<file path="src/rtl/irq_aggr_pkg.sv">
package irq_aggr_pkg;
  localparam int N_LINES = 7;
  localparam int N_SEC   = 8;
  // secondary bit positions
  localparam int SB_FC0  = 0;
  localparam int SB_FC1  = 1;
  localparam int SB_SPI  = 2;
  localparam int SB_PLLR = 3;
  localparam int SB_PLLF = 4;
  localparam int SB_XFER = 5;
  localparam int SB_TICK = 6;
  localparam int SB_WDOG = 7;
  localparam logic [N_SEC-1:0] GRP_L2 = 8'h07;
  localparam logic [N_SEC-1:0] GRP_L4 = 8'h18;
  localparam logic [N_SEC-1:0] GRP_L6 = 8'hE0;
  // 1 = rising edge sets the secondary flag
  localparam logic [N_SEC-1:0] SEC_RISE = 8'hEF;
endpackage

</file>
<file path="src/rtl/irq_edge_det.sv">
module irq_edge_det #(
  parameter int W = 1
) (
  input  logic         clk_i,
  input  logic         rst_ni,
  input  logic [W-1:0] sig_i,
  input  logic [W-1:0] rise_sel_i,
  output logic [W-1:0] edge_o
);
  logic [W-1:0] prev_q;

  always_ff @(posedge clk_i or negedge rst_ni)
    if (!rst_ni) prev_q <= '0;
    else         prev_q <= sig_i;

  for (genvar i = 0; i < W; i++) begin : g_bit
    assign edge_o[i] = rise_sel_i[i] ? (sig_i[i] & ~prev_q[i]) : (~sig_i[i] & prev_q[i]);
  end
endmodule

</file>
<file path="src/rtl/irq_sec_flags.sv">
module irq_sec_flags #(
  parameter int N = 8
) (
  input  logic         clk_i,
  input  logic         rst_ni,
  input  logic [N-1:0] set_i,
  input  logic         wr_i,
  input  logic         sel_en_i,
  input  logic [N-1:0] wdata_i,
  output logic [N-1:0] flag_o,
  output logic [N-1:0] en_o
);
  logic [N-1:0] keep;

  // written zeros clear, written ones keep
  assign keep = (wr_i && !sel_en_i) ? wdata_i : '1;

  always_ff @(posedge clk_i or negedge rst_ni)
    if (!rst_ni) begin
      flag_o <= '0;
      en_o   <= '0;
    end else begin
      flag_o <= (flag_o & keep) | set_i;
      if (wr_i && sel_en_i) en_o <= wdata_i;
    end

  for (genvar k = 0; k < N; k++) begin : g_chk
    a_r4_set_wins: assert property (@(posedge clk_i) disable iff (!rst_ni)
      set_i[k] |=> flag_o[k]);
    a_r3_one_ignored: assert property (@(posedge clk_i) disable iff (!rst_ni)
      (wr_i && !sel_en_i && wdata_i[k] && flag_o[k]) |=> flag_o[k]);
    a_r3_zero_clears: assert property (@(posedge clk_i) disable iff (!rst_ni)
      (wr_i && !sel_en_i && !wdata_i[k] && !set_i[k]) |=> !flag_o[k]);
  end

  a_r5_en_load: assert property (@(posedge clk_i) disable iff (!rst_ni)
    (wr_i && sel_en_i) |=> (en_o == $past(wdata_i)));
endmodule

</file>
<file path="src/rtl/irq_pri_flags.sv">
module irq_pri_flags #(
  parameter int N = 7,
  parameter logic [N-1:0] AUTO_CLR = '1
) (
  input  logic         clk_i,
  input  logic         rst_ni,
  input  logic [N-1:0] set_i,
  input  logic [N-1:0] ack_i,
  input  logic [N-1:0] sw_clr_i,
  output logic [N-1:0] flag_o
);
  logic [N-1:0] clr;
  assign clr = (ack_i & AUTO_CLR) | sw_clr_i;

  always_ff @(posedge clk_i or negedge rst_ni)
    if (!rst_ni) flag_o <= '0;
    else         flag_o <= (flag_o & ~clr) | set_i;

  for (genvar k = 0; k < N; k++) begin : g_chk
    a_r12_set_wins: assert property (@(posedge clk_i) disable iff (!rst_ni)
      set_i[k] |=> flag_o[k]);
    if (AUTO_CLR[k]) begin : g_auto
      a_r10_ack_clears: assert property (@(posedge clk_i) disable iff (!rst_ni)
        (ack_i[k] && !set_i[k]) |=> !flag_o[k]);
    end else begin : g_manual
      a_r10_ack_ignored: assert property (@(posedge clk_i) disable iff (!rst_ni)
        (flag_o[k] && !sw_clr_i[k]) |=> flag_o[k]);
    end
  end
endmodule

</file>
<file path="src/rtl/irq_aggr.sv">
module irq_aggr #(
  parameter logic [6:0] LINE_AUTO_CLR = 7'h3F
) (
  input  logic       clk_i,
  input  logic       rst_ni,
  input  logic [1:0] dio_evt_i,
  input  logic [1:0] flash_col_i,
  input  logic       spi_evt_i,
  input  logic       ce_busy_i,
  input  logic       pll_lock_i,
  input  logic       ee_busy_i,
  input  logic       xfer_busy_i,
  input  logic       tick_1s_i,
  input  logic       wdog_warn_i,
  input  logic [6:0] line_en_i,
  input  logic [1:0] pol_rise_i,
  input  logic [6:0] ack_i,
  input  logic       line6_clr_i,
  input  logic       reg_wr_i,
  input  logic       reg_sel_i,
  input  logic [7:0] reg_wdata_i,
  output logic [7:0] reg_rdata_o,
  output logic [6:0] line_flag_o,
  output logic [6:0] irq_o
);
  import irq_aggr_pkg::*;

  logic [N_SEC-1:0]   sec_src, sec_set, sec_flag, sec_en, sec_act;
  logic [N_LINES-1:0] lvl, lvl_rise, pri_set;
  logic               any2, any4, any6;

  assign sec_src = {wdog_warn_i, tick_1s_i, xfer_busy_i, pll_lock_i, pll_lock_i,
                    spi_evt_i, flash_col_i};

  irq_edge_det #(.W(N_SEC)) u_sec_edge (
    .clk_i, .rst_ni, .sig_i(sec_src), .rise_sel_i(SEC_RISE), .edge_o(sec_set));

  irq_sec_flags #(.N(N_SEC)) u_sec (
    .clk_i, .rst_ni, .set_i(sec_set), .wr_i(reg_wr_i), .sel_en_i(reg_sel_i),
    .wdata_i(reg_wdata_i), .flag_o(sec_flag), .en_o(sec_en));

  assign sec_act = sec_flag & sec_en;
  assign any2 = |(sec_act & GRP_L2);
  assign any4 = |(sec_act & GRP_L4);
  assign any6 = |(sec_act & GRP_L6);

  // lines 2 and 6 drive active-low taps: falling tap == rising shared level
  assign lvl      = {any6, ee_busy_i, any4, ce_busy_i, any2, dio_evt_i};
  assign lvl_rise = {1'b1, 1'b0, 1'b1, pol_rise_i[1], ~pol_rise_i[0], 2'b11};

  irq_edge_det #(.W(N_LINES)) u_line_edge (
    .clk_i, .rst_ni, .sig_i(lvl), .rise_sel_i(lvl_rise), .edge_o(pri_set));

  irq_pri_flags #(.N(N_LINES), .AUTO_CLR(LINE_AUTO_CLR)) u_pri (
    .clk_i, .rst_ni, .set_i(pri_set), .ack_i(ack_i),
    .sw_clr_i({line6_clr_i, 6'b0}), .flag_o(line_flag_o));

  assign irq_o       = line_flag_o & line_en_i;
  assign reg_rdata_o = reg_sel_i ? sec_en : sec_flag;

  a_r6_line4_follows: assert property (@(posedge clk_i) disable iff (!rst_ni)
    $rose(any4) |=> line_flag_o[4]);
endmodule

</file>
<file path="config.mk">
export PLATFORM = sky130hd
export DESIGN_NAME = irq_aggr
export DESIGN_NICKNAME = d
export VERILOG_FILES = /design/src/rtl/irq_aggr_pkg.sv /design/src/rtl/irq_edge_det.sv /design/src/rtl/irq_sec_flags.sv /design/src/rtl/irq_pri_flags.sv /design/src/rtl/irq_aggr.sv
export SDC_FILE = /design/constraint.sdc
export NUM_CORES = 1
export LEC_CHECK = 0
export ABC_CLOCK_PERIOD_IN_PS = 1100
export CORE_MARGIN = 5
export CORE_UTILIZATION = 40
export DETAILED_ROUTE_END_ITERATION = 12
export GPL_ROUTABILITY_DRIVEN = 1
export PLACE_DENSITY = 0.77
export SLEW_MARGIN = 25
export SYNTH_ARGS = -nofsm -noshare
export SYNTH_HDL_FRONTEND = slang
export SYNTH_HIERARCHICAL = 1
export SYNTH_SLANG_ARGS = --single-unit
</file>
<file path="constraint.sdc">
create_clock -name clk_i -period 1.1 [get_ports clk_i]
set_input_delay 0.165 -clock clk_i [delete_from_list [all_inputs] [get_ports clk_i]]
set_output_delay 0.165 -clock clk_i [all_outputs]
set_load 0.01 [all_outputs]
</file>
Word level (Yosys, flattened, before mapping). Cells that the tools add are included.

Shift-type cells: 0. Bitwise gates (word level): 42. Equal/unequal tests: 0. Divide/modulo/power cells: 0. Order comparisons: 0. Reduce and logical (&&, ||, !) cells: 6. Multiplexer cells: 4. Multipliers: 0. Add/subtract/negate cells: 0.

Operator list (number): $and A1 B1 Y1 (17); $not A1 Y1 (17); $and A8 B8 Y8 (2); $mux W8 (2); $and A7 B7 Y7 (2); $or A8 B8 Y8 (1); $not A7 Y7 (1); $or A6 B7 Y7 (1); $or A7 B7 Y7 (1); $reduce_or A3 Y1 (2); $logic_and A1 B1 Y1 (2); $mux W1 (2); $reduce_or A2 Y1 (1); $logic_not A1 Y1 (1).

Bits in writable memories: 0. Input port bits: 40. ROM bits: 0. Memories: 0. Register bits after elaboration: 38. Logic and storage cells: 57. Bits in latches: 0.

Logic depth before layout (Yosys ltp). Gate-level depths: netlist (run 1).

Depth in word-level cells: 6. Depth in mapped cells: 5. Mapped depth without buffers: 5.

Cells and area by module. Netlist (run 1), hierarchy kept.

Modules (own cells, without submodules): irq_sec_flags (area each 616.8 µm², sequential area each 400.4 µm², instances 1, cells an instance 51); irq_edge_det at u_sec_edge (area each 376.6 µm², sequential area each 200.2 µm², instances 1, cells an instance 32); irq_edge_det at u_line_edge (area each 329.1 µm², sequential area each 175.2 µm², instances 1, cells an instance 28); irq_pri_flags (area each 254.0 µm², sequential area each 175.2 µm², instances 1, cells an instance 21); irq_aggr (area each 222.7 µm², sequential area each 0.0 µm², instances 1, cells an instance 24).

Worst setup path before layout (run 1). Ideal clock, no wire load.

Kind: flip-flop to flip-flop. Start point: reg u_sec.en_o[2]. End point: reg u_pri.flag_o[2]. Data arrival time: 1.125 ns. Setup slack: -0.088 ns. Stages on the path, launching flop included: 6. Data required time: 1.036 ns. Library setup time: 0.064 ns. Clock period less this slack: 1.188 ns. Cells stage by stage: dfrtp_1 -> a222oi_1 -> inv_1 -> nand2b_1 -> o22ai_2 -> a21o_1.

Longest elaborated chain between the ends: 6. Elaborated cells between the ends (all ways): 7. Classes of those cells: 1 x mux; 5 x bitwise; 1 x reduce/logical.

RTL lines: start: declaration (RTL line irq_sec_flags.sv:11) `output logic [N-1:0] en_o`; start signal: assignment (RTL line irq_sec_flags.sv:24) `if (wr_i && sel_en_i) en_o <= wdata_i;`; $and A8 B8 Y8 * (RTL line irq_aggr.sv:42) `assign sec_act = sec_flag & sec_en;`; $reduce_or A3 Y1 * (RTL line irq_aggr.sv:43) `assign any2 = |(sec_act & GRP_L2);`; named net any2 (RTL line irq_aggr.sv:30) `logic any2, any4, any6;`; $not A1 Y1 (RTL line irq_edge_det.sv:17) `assign edge_o[i] = rise_sel_i[i] ? (sig_i[i] & ~prev_q[i]) : (~sig_i[i] & prev_q[i]);`; $and A1 B1 Y1 (RTL line irq_edge_det.sv:17); $mux W1 * (RTL line irq_edge_det.sv:17); named net pri_set[2] (RTL line irq_aggr.sv:29) `logic [N_LINES-1:0] lvl, lvl_rise, pri_set;`; $or A7 B7 Y7 * (RTL line irq_pri_flags.sv:17) `else flag_o <= (flag_o & ~clr) | set_i;`; end signal: assignment (RTL line irq_pri_flags.sv:17); end: declaration (RTL line irq_pri_flags.sv:10) `output logic [N-1:0] flag_o`.

The timed path passes the listed nets; every way through them passes the cells marked *. A chain may end at the register's enable or synchronous reset.

Worst setup path after layout (run 1).
Start point: reg u_sec.en_o[1]. End point: reg u_pri.flag_o[2].

Same word-level chain as after synthesis.

==> qor.txt, run 1 <==
status = complete, but fails checks
violated checks = negative setup slack
Cells after DPL = 307
Ys Warns = 6
GRT overflow = 0
top cell type's share of synthesized area = 52.9%
vias = 1466
CP Class = reg -> reg
Hold Vio Cnt, Final = 0
Nets = 325
1st-iter DRT viols = 42
largest area contributor in the synthesized netlist = dfrtp_1
Initial Utilization = 41.3%
Worst Skew = 0.00589 ns
share of layout cells above drive strength 1 = 33.0%
Peak supply drop = 0.000694 V
DR vias/cell = 4.35
RSZ-0062 raised after global routing = true
most common library cells after synthesis = dfrtp_1 (38), nor2_1 (22), nand2b_1 (15), nand2_1 (13), o22ai_2 (13)
# DRC = 0
HP Start = ee_busy_i
Slew Limit Fails = 0
routability cong. = 0.823
top-count cell post-synth = dfrtp_1
post-synthesis sequential area ratio = 52.9%
count of unique library cells instantiated by Yosys = 19
Final period util = 125%
pwr dens = 1320 nW/µm²
first-pass GRT wire length = 6.42 mm
Synth async-reset ratio = 100%
top_reg_cell synth = dfrtp_1
Clk Latency, worst-skew pair = 0.28 ns
DP Area = 2670 µm²
CTS tree = built
# diodes = 0
max-cap violation count = 0
Chip Height = 77.1 µm
post-route minimum period = 1.38 ns
port buffer count = 60
leakage = 1.44 nW
Place WS = -0.686 ns
crit path from = u_sec/en_o[1]$_DFFE_PN0P_
Max clock buf depth = 2
Cells after Synth = 156
CP Max Fanout = 3
number of synthesized register bits = 38
CTS Sinks = 38
Total Routed Length = 3.93 mm
Pre-antenna DRT Iters = 4
synthesized area = 1800 µm²
Post-synth EDFFs = 0
synthesized area per cell = 11.5 µm²
RR Startpoint = u_sec/en_o[1]$_DFFE_PN0P_
post-route non-filler standard cell count = 337
initial antenna violation count = 0
Worst Hold Class = in -> reg
std cell rows = 24
synth-to-layout area growth = 63.3%
antenna-violating nets left = 0
smallest setup slack after layout = -0.279 ns
Die X = 77.1 µm
WL/cell = 11.7 µm
post-route cell area = 2940 µm²
CTS Buf Count = 5
crit path DAT = 1.60 ns
Pwr Total = 3.89 mW
crit start category = register
synth top area cells = dfrtp_1 (53%), o22ai_2 (9.0%), mux2_4 (6.7%), nand2b_1 (5.2%), mux2_2 (5.0%)
Top-Level Pins = 62
core area = 4350 µm²
Clock Tree Root = clkbuf_8
GRT Overall Usage = 13.5%
Critical Path RT = 1.32 ns
largest net degree at the start of global routing = 39
Final Util = 67.5%
Worst setup EP type = register
Setup violations, final = 12
DP Wirelength = 2.74 mm
FMAX = 725 MHz
vias in the first global route = 1487
Die Area = 5940 µm²
htree depth = 2
Clock transition at path regs = 0.07 ns
-- final timing paths --
path	depth (start not counted)	slack [ns]	end
max reg2reg	6	-0.28	u_pri/flag_o[2]$_DFF_PN0_
min in group asynchronous	3	0.38	u_sec/flag_o[4]$_DFF_PN0_
max	6	-0.28	u_pri/flag_o[2]$_DFF_PN0_
max in group asynchronous	3	0.54	u_pri/flag_o[3]$_DFF_PN0_
min	1	0.36	u_line_edge/prev_q[5]$_DFF_PN0_
min reg2reg	1	0.56	u_sec/en_o[5]$_DFFE_PN0P_
-- sequential cells by signal, indices dropped and copies added, names as in the netlist --
name                count
u_sec/en_o              8
u_sec/flag_o            8
u_sec_edge/prev_q       8
u_line_edge/prev_q      7
u_pri/flag_o            7
-- report_power, final --
part           total, mW  internal (mW)  switching, mW
registers           1.71           1.58          0.131
logic               1.31          0.857          0.455
clock network      0.861          0.436          0.425
total               3.89           2.88           1.01
-- cells by family after synthesis --
group	after synthesis	share of synthesized area, %
AO/OA/AOI/OAI	33	16.3
flip-flops	38	52.9
buffers and inverters	6	2.09
multiplexers	16	11.7
AND/OR/NAND/NOR	61	16.6
other	2	0.417
-- cell type report --
cell class	instances	area (µm²)
fill	350	1420
timing repair buffer	94	900
inverter	4	15.0
clock buffer	7	76.3
multi-input combinational	142	931
tap	52	65.1
sequential	38	951
-- metal layers --
layer | GRT usage (%) | wire, µm | up-vias
li1 | - | - | 770
met3 | 4.10 | 238 | 4
met5 | 0 | 0 | -
met4 | 4.64 | 29 | 0
met1 | 14.3 | 1580 | 657
met2 | 25.0 | 2080 | 35
-- repair_timing --
action	CTS	global route
endpoints found under the hold margin	38	0
setup buffers	19	3
hold buffers	1	0
setup endpoints to repair	33	27
cloned	1	0
pin swaps	14	3
resized for setup	97	11
-- worst max-delay path: stages, from the launching register on --
cell and delay [ns]:
dfrtp_1 0.39, buf_6 0.12, a222oi_1 0.30, inv_1 0.12, nand2b_4 0.15, o22ai_2 0.13, a21o_1 0.11
-- stage by stage --
step                      hold WS [ns]  setup TNS, ns
after floorplan                 -0.131        -0.0850
after global placement           0.147         -12.61
after detailed placement         0.150         -12.98
after CTS                        0.354          -1.81
after global routing             0.353          -2.86
final                            0.364          -1.90
-- placed cells by master (no fill, tap or decap), types with 2 or more instances in the layout --
master	count
buf_4	22
and2_1	7
clkdlybuf4s50_1	36
clkbuf_1	2
buf_6	20
a21o_1	7
nor2_1	22
mux2_2	8
o22ai_2	13
conb_1	32
clkbuf_2	3
buf_12	2
nand2_1	13
inv_1	4
buf_2	8
nand3b_1	2
a222oi_1	2
nand2b_1	14
mux2_4	8
a21oi_1	8
o21ai_1	2
clkbuf_8	5
dfrtp_1	38
No activity file was read; power rests on OpenSTA's default activity.
==> run 2: changes to the inputs <==
--- a/config.mk
+++ b/config.mk
@@ -5,12 +5,14 @@
 export SDC_FILE = /design/constraint.sdc
 export NUM_CORES = 1
 export LEC_CHECK = 0
-export ABC_CLOCK_PERIOD_IN_PS = 1100
+export ABC_CLOCK_PERIOD_IN_PS = 1790
+export CORE_ASPECT_RATIO = 1.75
 export CORE_MARGIN = 5
-export CORE_UTILIZATION = 40
+export CORE_UTILIZATION = 48
 export DETAILED_ROUTE_END_ITERATION = 12
 export GPL_ROUTABILITY_DRIVEN = 1
-export PLACE_DENSITY = 0.77
+export PLACE_DENSITY = 0.86
+export SETUP_SLACK_MARGIN = 0.2
 export SLEW_MARGIN = 25
 export SYNTH_ARGS = -nofsm -noshare
 export SYNTH_HDL_FRONTEND = slang
==> constraint.sdc (replaced) <==
create_clock -name clk_i -period 1.79 [get_ports clk_i]
set_input_delay 0.2685 -clock clk_i [delete_from_list [all_inputs] [get_ports clk_i]]
set_output_delay 0.2685 -clock clk_i [all_outputs]
set_load 0.01 [all_outputs]
==> run 2 against run 1 <==
  * The flow now finishes without violations
  * Cell area decreased by 9.3%
  * Count of clock-buffer cells in the layout unchanged
  * Wire length decreased by 5.7%
  * Critical path depth decreased by 2
  * Sequential cell count unchanged
  * Global-route usage increased by 2.8 points
  * Sequential power decreased by 38%
  * Final cell count decreased by 11%
  * Core utilization increased by 6.0 points
  * Register-to-register slack improved by 0.77 ns
  * Worst setup slack improved by 0.53 ns
  * Non-clock buffer count decreased by 31
  * Critical endpoint is now reg_rdata_o[1]
  * Largest cell class unchanged
==> qor.txt, run 2 (same netlist as run 1, synthesis figures left out) <==
multi-input logic area = 923 µm² (-0.81%)
WL/cell = 12.4 µm (+5.9%)
Max clock buf depth = 2 (unchanged)
crit start category = primary input
CP Class = in -> out
CP Max Fanout = 5 (+2)
antenna-violating nets left = 0 (unchanged)
1st-iter DRT viols = 18 (-57%)
Slowest-stage cell, CP = mux2_4
max-cap violation count = 0 (unchanged)
Worst setup EP type = output pin
Critical Path RT = 1.52 ns (+0.20 ns)
first-pass GRT wire length = 6.47 mm (+0.75%)
worst r2r path cells = 5 (-1)
Final period util = 86.2%
Worst Hold Class = in -> async
port buffer count = 60 (unchanged)
DP Wirelength = 2.85 mm (+4.0%)
pwr dens = 815 nW/µm² (-38%)
vias = 1406 (-4.1%)
Initial Utilization = 49.6% (+8.3 points)
status = finished clean
Hold Vio Cnt, Final = 0 (unchanged)
Slew Limit Fails = 0 (unchanged)
Clk Latency, worst-skew pair = 0.29 ns (about the same)
Chip Height = 91.0 µm (+18%)
commonest non-fill, non-tap cell in the layout = clkdlybuf4s50_1
post-route cell area = 2670 µm² (-9.3%)
Clock transition at path regs = 0.07 ns (about the same)
Clock Tree Root = clkbuf_8
Die X = 56.3 µm (-27%)
GRT overflow = 0 (unchanged)
Total Routed Length = 3.71 mm (-5.7%)
Nets = 294 (-9.5%)
Pwr Total = 2.17 mW (-44%)
Place WS = -0.195 ns (+0.491 ns)
FILL cells = 281 (-20%)
FF+latch area = 951 µm² (unchanged)
post-route non-filler standard cell count = 300 (-11%)
routability cong. = 0.733 (-11%)
initial antenna violation count = 0 (unchanged)
GRT Overall Usage = 16.2% (+2.8 points)
Crit path max-delay family = buffers and inverters
Peak supply drop = 0.000715 V (+2.9%)
synth-to-layout area growth = 48.1%
clock share of power = 24.9% (+2.7 points)
biggest regs = u_sec/en_o: 8 flops, u_sec/flag_o: 8 flops, u_sec_edge/prev_q: 8 flops
WP buf/inv = 3 (+1)
FMAX = 648 MHz
RSZ-0062 raised after global routing = false
crit path cell chain = clkdlybuf4s15_2 -> bufbuf_16 -> mux2_4 -> clkdlybuf4s15_1
Crit path largest cell delay = 0.29 ns (-0.10 ns)
Worst Skew = 0.00462 ns (-0.00127 ns)
Int Pwr = 1.59 mW (-45%)
leakage = 1.26 nW (-12%)
std cell rows = 29 (+21%)
CTS tree = built
Die Area = 5120 µm² (-14%)
largest net degree at the start of global routing = 39 (unchanged)
crit path DAT = 1.27 ns (-0.33 ns)
Levels on crit path = 4 (-2)
Comb pwr share = 26.2% (-7.6 points)
# DRC = 0 (unchanged)
DP Area = 2570 µm² (-3.6%)
Sw Ratio = 26.6% (+0.63 points)
CTS Buf Count = 5 (unchanged)
# diodes = 0 (unchanged)
Psw = 579 µW (-43%)
CTS Sinks = 38 (unchanged)
worst hold slack = 0.00464 ns (-0.359 ns)
smallest setup slack after layout = 0.247 ns (+0.525 ns)
Flop pwr share = 48.9% (+4.8 points)
worst reg2reg setup slack = 0.49 ns (+0.77 ns)
setup repair bufs after CTS = 0 (-19)
core area = 3630 µm² (-17%)
vias in the first global route = 1469 (-1.2%)
htree depth = 2 (unchanged)
post-route minimum period = 1.54 ns
share of layout cells above drive strength 1 = 16.1% (-17 points)
Setup violations, final = 0 (-12)
DR vias/cell = 4.69 (+7.7%)
most frequent cells in the layout = clkdlybuf4s50_1 (43), dfrtp_1 (38), conb_1 (32)
Top-Level Pins = 62 (unchanged)
Cells after DPL = 292 (-4.9%)
Pre-antenna DRT Iters = 4 (unchanged)
## run 2: final cells by class
type,instances,area share (%)
multi-input combinational,142,34.6
inverter,4,0.563
tap,46,2.16
sequential,38,35.7
timing repair buffer,63,24.1
clock buffer,7,2.86
## run 2: per-layer routing
layer,track usage (%),routed length [µm]
met5,0,0
met4,8.32,89
met3,4.68,228
met2,29.6,1970
met1,16.3,1420
## run 2: what timing repair did
item	CTS	global route
gates resized for setup	21	0
endpoints found under the hold margin	0	0
hold buffers	0	0
setup endpoints to repair	15	0
## run 2: worst register-to-register path, cell delays in order (launching register included)
cell and delay, ns:
dfrtp_1 0.40, a222oi_1 0.34, inv_1 0.11, nand2b_1 0.16, o22ai_2 0.14, a21o_1 0.09
## run 2: power by group through the flow
stage / Clock (mW) / Sequential (mW) / Combinational (mW)
after floorplan: 0 / 1.07 / 0.296
after global placement: 0 / 1.07 / 0.587
after detailed placement: 0 / 1.08 / 0.601
after CTS: 0.563 / 1.06 / 0.578
after global routing: 0.600 / 1.08 / 0.622
final: 0.542 / 1.06 / 0.569
## run 2: through the flow
| stage | setup TNS, ns | utilization (%) |
|---|---|---|
| 3_3_place_gp | -1.48 | 70.8 |
| 5_1_grt | 0 | 73.4 |
| 4_1_cts | 0 | 73.4 |
| 3_5_place_dp | -1.54 | 70.8 |
| 6_report | 0 | 73.4 |
| 2_1_floorplan | 0 | - |
## run 2: final timing paths
| check | start | end |
|---|---|---|
| worst max-delay path | reg_sel_i | reg_rdata_o[1] |
| worst min-delay path | rst_ni | u_sec_edge/prev_q[3]$_DFF_PN0_ |
| worst max register to register | u_sec/en_o[2]$_DFFE_PN0P_ | u_pri/flag_o[2]$_DFF_PN0_ |
| worst min register to register | u_pri/flag_o[6]$_DFF_PN0_ | u_pri/flag_o[6]$_DFF_PN0_ |
| max in group asynchronous | rst_ni | u_sec/en_o[1]$_DFFE_PN0P_ |
| min in group clk_i | wdog_warn_i | u_sec_edge/prev_q[7]$_DFF_PN0_ |
==> run 3: changes to the inputs <==
--- a/config.mk
+++ b/config.mk
@@ -11,6 +11,7 @@
 export CORE_UTILIZATION = 48
 export DETAILED_ROUTE_END_ITERATION = 12
 export GPL_ROUTABILITY_DRIVEN = 1
+export MAX_ROUTING_LAYER = met4
 export PLACE_DENSITY = 0.86
 export SETUP_SLACK_MARGIN = 0.2
 export SLEW_MARGIN = 25
==> results of run 3 <==
Final layout, timing and power as in run 2 (identical DEF).
Among the figures that moved: final weighted congestion in routability-driven placement 0.733 -> 0.742; overall routing resource usage 16.2% -> 16.7%
